--- src/rtl/pbus_pkg.sv ---
package pbus_pkg;

  typedef enum logic [1:0] {
    BW8   = 2'd0,
    BW9   = 2'd1,
    BW16  = 2'd2,
    BW16B = 2'd3
  } busWidthE;

  typedef struct packed {
    logic csAct;
    logic dcData;
    logic strbAct;
    logic loadCmd;
    logic loadData;
    logic rstAct;
    logic donePls;
  } ctrlStrobesT;

endpackage

--- src/rtl/pbus_ctrl.sv ---
module pbus_ctrl
  import pbus_pkg::*;
#(
  parameter int LEN_W    = 8,
  parameter int RST_W    = 16,
  parameter int LOW_CYC  = 2,
  parameter int HIGH_CYC = 2
) (
  input  logic             clk,
  input  logic             rstN,
  input  logic             rstGo,
  input  logic [RST_W-1:0] rstCycles,
  input  logic             cmdValid,
  input  logic [LEN_W-1:0] cmdLen,
  input  logic             dataValid,
  output logic             cmdReady,
  output logic             dataReady,
  output ctrlStrobesT      ctrl
);

  localparam int PH_MAX = (LOW_CYC > HIGH_CYC) ? LOW_CYC : HIGH_CYC;
  localparam int PH_W   = $clog2(PH_MAX + 1);
  localparam logic [PH_W-1:0] LOW_LAST  = PH_W'(LOW_CYC - 1);
  localparam logic [PH_W-1:0] HIGH_LAST = PH_W'(HIGH_CYC - 1);

  typedef enum logic [2:0] {
    S_IDLE,
    S_RST,
    S_SETUP,
    S_STRB,
    S_HOLD,
    S_WAITD,
    S_CSOFF
  } stateE;

  stateE            state, nxt;
  logic [PH_W-1:0]  phCnt;
  logic [LEN_W-1:0] remCnt;
  logic [RST_W-1:0] rstCnt;
  logic             inData;
  logic             cmdTake, dataTake;

  assign cmdReady  = (state == S_IDLE) && !rstGo;
  assign dataReady = (state == S_WAITD);
  assign cmdTake   = cmdValid && cmdReady;
  assign dataTake  = dataValid && dataReady;

  always_comb begin
    nxt = state;
    case (state)
      S_IDLE:  if (rstGo) nxt = S_RST;
               else if (cmdValid) nxt = S_SETUP;
      S_RST:   if (rstCnt == RST_W'(1)) nxt = S_IDLE;
      S_SETUP: nxt = S_STRB;
      S_STRB:  if (phCnt == LOW_LAST) nxt = S_HOLD;
      S_HOLD:  if (phCnt == HIGH_LAST) nxt = (remCnt == '0) ? S_CSOFF : S_WAITD;
      S_WAITD: if (dataValid) nxt = S_STRB;
      S_CSOFF: nxt = S_IDLE;
      default: nxt = S_IDLE;
    endcase
  end

  always_ff @(posedge clk) begin
    if (!rstN) begin
      state  <= S_IDLE;
      phCnt  <= '0;
      remCnt <= '0;
      rstCnt <= '0;
      inData <= 1'b0;
    end else begin
      state <= nxt;
      if (state != nxt) phCnt <= '0;
      else if (state == S_STRB || state == S_HOLD) phCnt <= phCnt + 1'b1;

      if (cmdTake) remCnt <= cmdLen;
      else if (dataTake) remCnt <= remCnt - 1'b1;

      if (cmdTake) inData <= 1'b0;
      else if (state == S_HOLD && nxt == S_WAITD) inData <= 1'b1;

      if (state == S_IDLE && rstGo)
        rstCnt <= (rstCycles == '0) ? RST_W'(1) : rstCycles;
      else if (state == S_RST)
        rstCnt <= rstCnt - 1'b1;
    end
  end

  always_comb begin
    ctrl          = '0;
    ctrl.csAct    = (state == S_SETUP) || (state == S_STRB) ||
                    (state == S_HOLD)  || (state == S_WAITD);
    ctrl.dcData   = inData;
    ctrl.strbAct  = (state == S_STRB);
    ctrl.loadCmd  = cmdTake;
    ctrl.loadData = dataTake;
    ctrl.rstAct   = (state == S_RST);
    ctrl.donePls  = (state == S_CSOFF);
  end

  // a starved data wait keeps waiting
  a_r10_wait_holds: assert property (@(posedge clk) disable iff (!rstN)
    (state == S_WAITD && !dataValid) |=> (state == S_WAITD));

endmodule

--- src/rtl/pbus_dpath.sv ---
module pbus_dpath
  import pbus_pkg::*;
#(
  parameter int DATA_W = 16
) (
  input  logic              clk,
  input  logic              rstN,
  input  ctrlStrobesT       ctrl,
  input  logic              modeSel,
  input  logic [1:0]        widthSel,
  input  logic [7:0]        cmdByte,
  input  logic [DATA_W-1:0] dataWord,
  output logic              csN,
  output logic              dcX,
  output logic              wrN,
  output logic              rdN,
  output logic              eStrb,
  output logic              rwSel,
  output logic [DATA_W-1:0] busData,
  output logic              lcdRstN,
  output logic              done
);

  logic              modeQ;
  busWidthE          widthQ;
  logic [DATA_W-1:0] maskV;
  logic [DATA_W-1:0] busQ;
  logic              strbPin;

  for (genvar b = 0; b < DATA_W; b++) begin : g_mask
    if (b < 8) begin : g_low
      assign maskV[b] = 1'b1;
    end else if (b == 8) begin : g_nine
      assign maskV[b] = (widthQ != BW8);
    end else begin : g_high
      assign maskV[b] = (widthQ == BW16) || (widthQ == BW16B);
    end
  end

  always_ff @(posedge clk) begin
    if (!rstN) begin
      modeQ   <= 1'b0;
      widthQ  <= BW16;
      busQ    <= '0;
      csN     <= 1'b1;
      dcX     <= 1'b0;
      wrN     <= 1'b1;
      eStrb   <= 1'b0;
      rwSel   <= 1'b1;
      lcdRstN <= 1'b1;
      done    <= 1'b0;
    end else begin
      if (ctrl.loadCmd) begin
        modeQ  <= modeSel;
        widthQ <= busWidthE'(widthSel);
        busQ   <= DATA_W'(cmdByte);
      end else if (ctrl.loadData) begin
        busQ <= dataWord & maskV;
      end
      csN     <= !ctrl.csAct;
      dcX     <= ctrl.dcData;
      wrN     <= !(ctrl.strbAct && !modeQ);
      eStrb   <= ctrl.strbAct && modeQ;
      rwSel   <= !(ctrl.csAct && modeQ);
      lcdRstN <= !ctrl.rstAct;
      done    <= ctrl.donePls;
    end
  end

  assign rdN     = 1'b1;
  assign busData = busQ;
  assign strbPin = !wrN || eStrb;

  // chip select only after the display reset is released
  a_r9_no_cs_in_reset: assert property (@(posedge clk) disable iff (!rstN)
    !csN |-> lcdRstN);

  // bus held across the strobe and on the clock after it
  a_r5_bus_held: assert property (@(posedge clk) disable iff (!rstN)
    $past(strbPin) |-> $stable(busQ));

  // data/command line steady during a strobe
  a_r4_dc_steady: assert property (@(posedge clk) disable iff (!rstN)
    strbPin |-> $stable(dcX));

  // done marks the chip-select rising clock
  a_r8_done_edge: assert property (@(posedge clk) disable iff (!rstN)
    done |-> (csN && !$past(csN)));

  // no strobe outside the chip-select window
  a_r3_strobe_in_window: assert property (@(posedge clk) disable iff (!rstN)
    strbPin |-> !csN);

endmodule

--- src/rtl/pbus_write_engine.sv ---
module pbus_write_engine
  import pbus_pkg::*;
#(
  parameter int DATA_W   = 16,
  parameter int LEN_W    = 8,
  parameter int RST_W    = 16,
  parameter int LOW_CYC  = 2,
  parameter int HIGH_CYC = 2
) (
  input  logic              clk,
  input  logic              rstN,
  input  logic              modeSel,
  input  logic [1:0]        widthSel,
  input  logic              rstGo,
  input  logic [RST_W-1:0]  rstCycles,
  input  logic              cmdValid,
  output logic              cmdReady,
  input  logic [7:0]        cmdByte,
  input  logic [LEN_W-1:0]  cmdLen,
  input  logic              dataValid,
  output logic              dataReady,
  input  logic [DATA_W-1:0] dataWord,
  output logic              csN,
  output logic              dcX,
  output logic              wrN,
  output logic              rdN,
  output logic              eStrb,
  output logic              rwSel,
  output logic [DATA_W-1:0] busData,
  output logic              lcdRstN,
  output logic              done
);

  ctrlStrobesT ctrlS;

  pbus_ctrl #(
    .LEN_W(LEN_W), .RST_W(RST_W), .LOW_CYC(LOW_CYC), .HIGH_CYC(HIGH_CYC)
  ) ctrl_i (
    .clk(clk), .rstN(rstN), .rstGo(rstGo), .rstCycles(rstCycles),
    .cmdValid(cmdValid), .cmdLen(cmdLen), .dataValid(dataValid),
    .cmdReady(cmdReady), .dataReady(dataReady), .ctrl(ctrlS)
  );

  pbus_dpath #(.DATA_W(DATA_W)) dpath_i (
    .clk(clk), .rstN(rstN), .ctrl(ctrlS), .modeSel(modeSel),
    .widthSel(widthSel), .cmdByte(cmdByte), .dataWord(dataWord),
    .csN(csN), .dcX(dcX), .wrN(wrN), .rdN(rdN), .eStrb(eStrb),
    .rwSel(rwSel), .busData(busData), .lcdRstN(lcdRstN), .done(done)
  );

endmodule

--- config.mk ---
export PLATFORM = sky130hd
export DESIGN_NAME = pbus_write_engine
export DESIGN_NICKNAME = d
export VERILOG_FILES = /design/src/rtl/pbus_pkg.sv /design/src/rtl/pbus_ctrl.sv /design/src/rtl/pbus_dpath.sv /design/src/rtl/pbus_write_engine.sv
export SDC_FILE = /design/constraint.sdc
export NUM_CORES = 1
export LEC_CHECK = 0
export ABC_AREA = 1
export BUFFER_PORTS_ARGS = -buffer_cell sky130_fd_sc_hd__buf_2
export CAP_MARGIN = 30
export CELL_PAD_IN_SITES_DETAIL_PLACEMENT = 0
export CELL_PAD_IN_SITES_GLOBAL_PLACEMENT = 1
export CORE_ASPECT_RATIO = 0.5
export CORE_MARGIN = 5
export CORE_UTILIZATION = 39
export DETAILED_ROUTE_END_ITERATION = 6
export PLACE_DENSITY = 0.82
export SYNTH_ARGS = -nofsm -noshare
export SYNTH_HDL_FRONTEND = slang
export SYNTH_HIERARCHICAL = 1
export SYNTH_SLANG_ARGS = --single-unit
--- constraint.sdc ---
create_clock -name clk -period 3.7 [get_ports clk]
set_clock_uncertainty 0.15 [all_clocks]
set_input_delay 0.555 -clock clk [delete_from_list [all_inputs] [get_ports clk]]
set_output_delay 0.555 -clock clk [all_outputs]
set_load 0.1 [all_outputs]
# == Word-level counts from Yosys, hierarchy flattened ==
# Cells that the tools add are included.
# totals
latch_bits,0
romBits,0
regBits,56
ramBits,0
out_inout_bits,26
memories,0
# op_classes
n_lt_le_gt_ge,0
bitwise,2
muxes,15
mul,0
n_reduce_logical,27
eq_ne,12
div_mod_pow,0
add_sub_neg,3
n_shift,0
# ops
cell,count
two-way mux 16 bit,3
two-way mux 8 bit,4
two-way mux 3 bit,6
case mux 3 bit (6 select lines),1
AND 16 bit,1
"== test 16 x 1 -> 1 bit, second input constant",1
logical NOT 16 bit,1
"subtractor 16 x 1 -> 16 bit, second input constant",1
"== test 3 bit, second input constant",4
logical AND 1 bit,8
logical NOT 8 bit,1
"subtractor 8 x 1 -> 8 bit, second input constant",1
"== test 3 x 2 -> 1 bit, second input constant",2
logical NOT 1 bit,6
nonzero test 2 bit,3
logical OR 1 bit,5
"== test 2 bit, second input constant",2
OR reduction 2 bit,2
"== test 3 x 1 -> 1 bit, second input constant",1
logical NOT 3 bit,1
inequality test 3 bit,1
"adder 2 x 1 -> 2 bit, second input constant",1
"== test 2 x 1 -> 1 bit, second input constant",1
two-way mux 2 bit,1
NOT 1 bit,1

# == Logic depth before layout (Yosys ltp) ==
# logic_depth
word_depth,6
ltp_mapped,12

# == By module ==
# The synthesis kept the hierarchy.
# by_module_without_submodules
mod,area_per_inst_um2,cells_per_inst,instances,seq_area_each_um2
pbus_ctrl,2068.2,329,1,600.6
pbus_dpath,975.9,132,1,520.5

# == Least setup slack after synthesis ==
# Ideal clock, no wire load.
# synth_path
path_type,flip-flop to output port
startpoint,register ctrl_i.state[0]
endpoint,output port cmdReady
setup_slack_ns,1.075
arrival_ns,1.920
required_time_ns,2.995
path_stages_with_launch,5
path_cell_list,dfxtp_1 -> buf_6 -> nor2_4 -> nand2_1 -> nor2_1
# synth_between
elab_chain_len,2
# synth_rtl
item,line,source
from (decl),pbus_ctrl.sv:36,"stateE state, nxt;"
from (signal assigned),pbus_ctrl.sv:71,state <= nxt;
logical NOT 3 bit,pbus_ctrl.sv:43,assign cmdReady = (state == S_IDLE) && !rstGo;
logical AND 1 bit,pbus_ctrl.sv:43,
to (decl),pbus_write_engine.sv:17,"output logic cmdReady,"
# No other way between the ends.

# == Worst setup path after layout ==
# layout_path
startpoint,register ctrl_i.state[0]
endpoint,output port dataReady
# layout_between
elab_chain_len,1
# layout_rtl
item,line,source
== test 3 bit,pbus_ctrl.sv:44,assign dataReady = (state == S_WAITD);
to (decl),pbus_write_engine.sv:21,"output logic dataReady,"
# No other way between the ends.

==> flow_summary.yaml <==
routing:
  drt_iter0_markers: 148
  drc: 0
  first_pass_iters: 4
  via_per_inst: 4.66
  via_count: 2989
  wl_per_cell_um: 12.4
  drt_wl_total_um: 7960
  ant_nets: 0
setup_path:
  critPathMaxStageDelay_ns: 0.54
  startpoint_type: "register"
  cp_top_family: "flip-flops"
  reg2reg_to: "ctrl_i/rstCnt[0]"
  critical_path_required_ns: 2.99
  arrival_ns: 1.59
  rr_startpoint: "ctrl_i/state[0]"
  critPathBufInv: 2
  worstRegToRegCells: 5
  slowest_stage: "dfxtp_1"
  path_max_fanout: 9
  worstPathCellList: "nand3_1 -> inv_1 -> buf_2"
  path_class: "register to output port"
  cp-end-kind: "output port"
  rrSetupSlack_ns: 1.74
min_path:
  holdPathStages: 1
  hold_path_class: "register to register"
  min_from: "dpath_i/modeQ"
  whs_endpoint: "dpath_i/rwSel"
status:
  status: "complete, no violations"
placed_design:
  place_area_mm2: 0.00348
  dp_slack_ns: 1.63
  port_buffers: 80
  dp_hpwl_um: 5840
  gp_congestion: 0.818
finish:
  nFillCells: 818
  layout_commonest_cell: "nand2_1"
  seqCellArea_mm2: 0.00112
  fin_area_mm2: 0.00363
  syn_to_final_growth_pct: 19.3
  nets: 594
  drive_gt1_share_pct: 20.8
  antenna_cells: 0
  multiInputGateArea_mm2: 0.00159
  final_cell_mix: "nand2_1 (130), buf_2 (80), dfxtp_1 (56), nand3_1 (51), nor2_1 (51)"
yosys:
  synthDistinctLibCells: 39
  synth_area_mm2: 0.00304
  async_flop_share_pct: 0
  ys.flop_type: "dfxtp_1"
  synth_top_area_share_pct: 36.8
  synth_edf_count: 0
  yosysWarnings: 6
  ys_seq_area_share_pct: 36.8
  syn_avg_cell_area_um2: 6.60
  syn-num-nets: 522
  syn-instance-count: 461
  synth.largest_area_cell: "dfxtp_1"
  ys_ff_latch: 56
  synth.area.top_cells: "dfxtp_1 (37%), nand2_1 (16%), nand3_1 (8.4%)"
timing:
  grt_setup_unrepaired: "false"
  maxSlewViolCount: 0
  worst_pin_slew_ns: 0.643
  hold_viol: 0
  timing.fmax_ghz: 0.436
  final.min_clock_period_ns: 2.29
  setup_viol: 0
  fin_crit_sh_pct: 62.0
  slew_headroom_pct: 56.8
  worst_slack_ns: 1.41
  setup_tns_ns: 0
clock_network:
  numCtsBuffers: 5
  cts-root-buf: "clkbuf_16"
  max-clock-path-buffers: 2
  insertion_delay_ns: 0.30
  cts_resized: 0
  cts_tree: "yes"
  post_cts_buffers: 0
  htree_num_levels: 2
  clk_pin_slew_ns: 0.08
  cts_hold_buf: 0
  clock-sinks: 56
die:
  fp.dieH_um: 72.5
  dieArea_mm2: 0.00978
  io_pins: 82
  coreArea_mm2: 0.00746
  die_width_um: 135
  rows: 22
  start_util_pct: 40.8
global_routing:
  grt_use_total_pct: 16.2
  grt_max_degree: 34
  grt_pass1_wl_um: 12900
  first_global_vias: 2697
  antenna_found_initial: 0
  grt.overflow.total: 0
power_and_ir_drop:
  p_per_area_mw_per_mm2: 461
  p_leak_nw: 1.83
  irDropWorstVdd_uv: 193
job:
  drv_cap: 0
registers in the layout, summed over array words and instances, names as in the netlist, 2 cells and up:
signal,cells
ctrl_i/remCnt,8
ctrl_i/rstCnt,16
dpath_i/widthQ,2
dpath_i/busData,16
ctrl_i/state,3
ctrl_i/phCnt,2
stage by stage:
step | total power (W) | utilization [%] | hold WS [ns] | instances
after floorplan | 0.00108 | - | 0.218 | 461
after global placement | 0.00118 | 46.7 | 0.231 | 634
after detailed placement | 0.00118 | 46.7 | 0.235 | 634
after CTS | 0.00170 | 48.7 | 0.254 | 642
after global routing | 0.00179 | 48.7 | 0.275 | 642
final | 0.00167 | 48.7 | 0.248 | 642
worst max path at each step:
stage / startpoint / endpoint / slack (ns) / depth (start not counted)
6_report: ctrl_i/state[0] / dataReady / 1.41 / 3
4_1_cts: ctrl_i/state[0] / dataReady / 1.40 / 3
3_5_place_dp: rstGo / dpath_i/busData[4] / 1.63 / 9
2_1_floorplan: ctrl_i/state[0] / cmdReady / 1.08 / 4
5_1_grt: ctrl_i/state[0] / dataReady / 1.33 / 3
3_3_place_gp: rstGo / dpath_i/busData[0] / 1.65 / 9
per-layer routing:
metal | share of wire, % | global-route usage, % | wire, um
met1 | 52 | 22.8 | 4100
met2 | 40 | 24.7 | 3180
met3 | 7.5 | 4.22 | 594
met4 | 0.98 | 4.36 | 78
met5 | 0 | 0 | 0
area by class of cell:
cell class	count	share of cell area [%]
multi-input cells	328	43.7
flip-flops and latches	56	30.9
repair buffers	81	11.2
inverters	61	6.34
well taps	108	3.72
clock buffers	5	3.44
clock inverters	3	0.723
cells by family (layout without fill, tap and decap cells):
family          Yosys count  after routing  share of synthesized area [%]
xor+xnor                  9              9                           2.59
fa+ha+maj                 5              5                           2.06
buf+inv                  77            150                           11.1
other cells               1              1                          0.123
flops                    56             56                           36.8
compound gates           61             61                           10.8
mux                       1              1                          0.329
simple gates            251            251                           36.2
where the power goes:
part	internal, W	switching (W)
clock	0.000258	0.000244
combinational	0.000157	0.000325
sequential	0.000647	0.0000415
synthesized netlist by cell type (all sizes together) (2+ instances only):
cell type and count:
a21oi 25, a31oi 7, buf 14, clkbuf 2, clkinv 2, dfxtp 56
ha 5, inv 59, nand2 131, nand3 53, nand3b 2, nand4 5
nor2 54, nor3 4, o21ai 24, xnor2 2, xor2 7
Power figures use the tool's default switching activity.
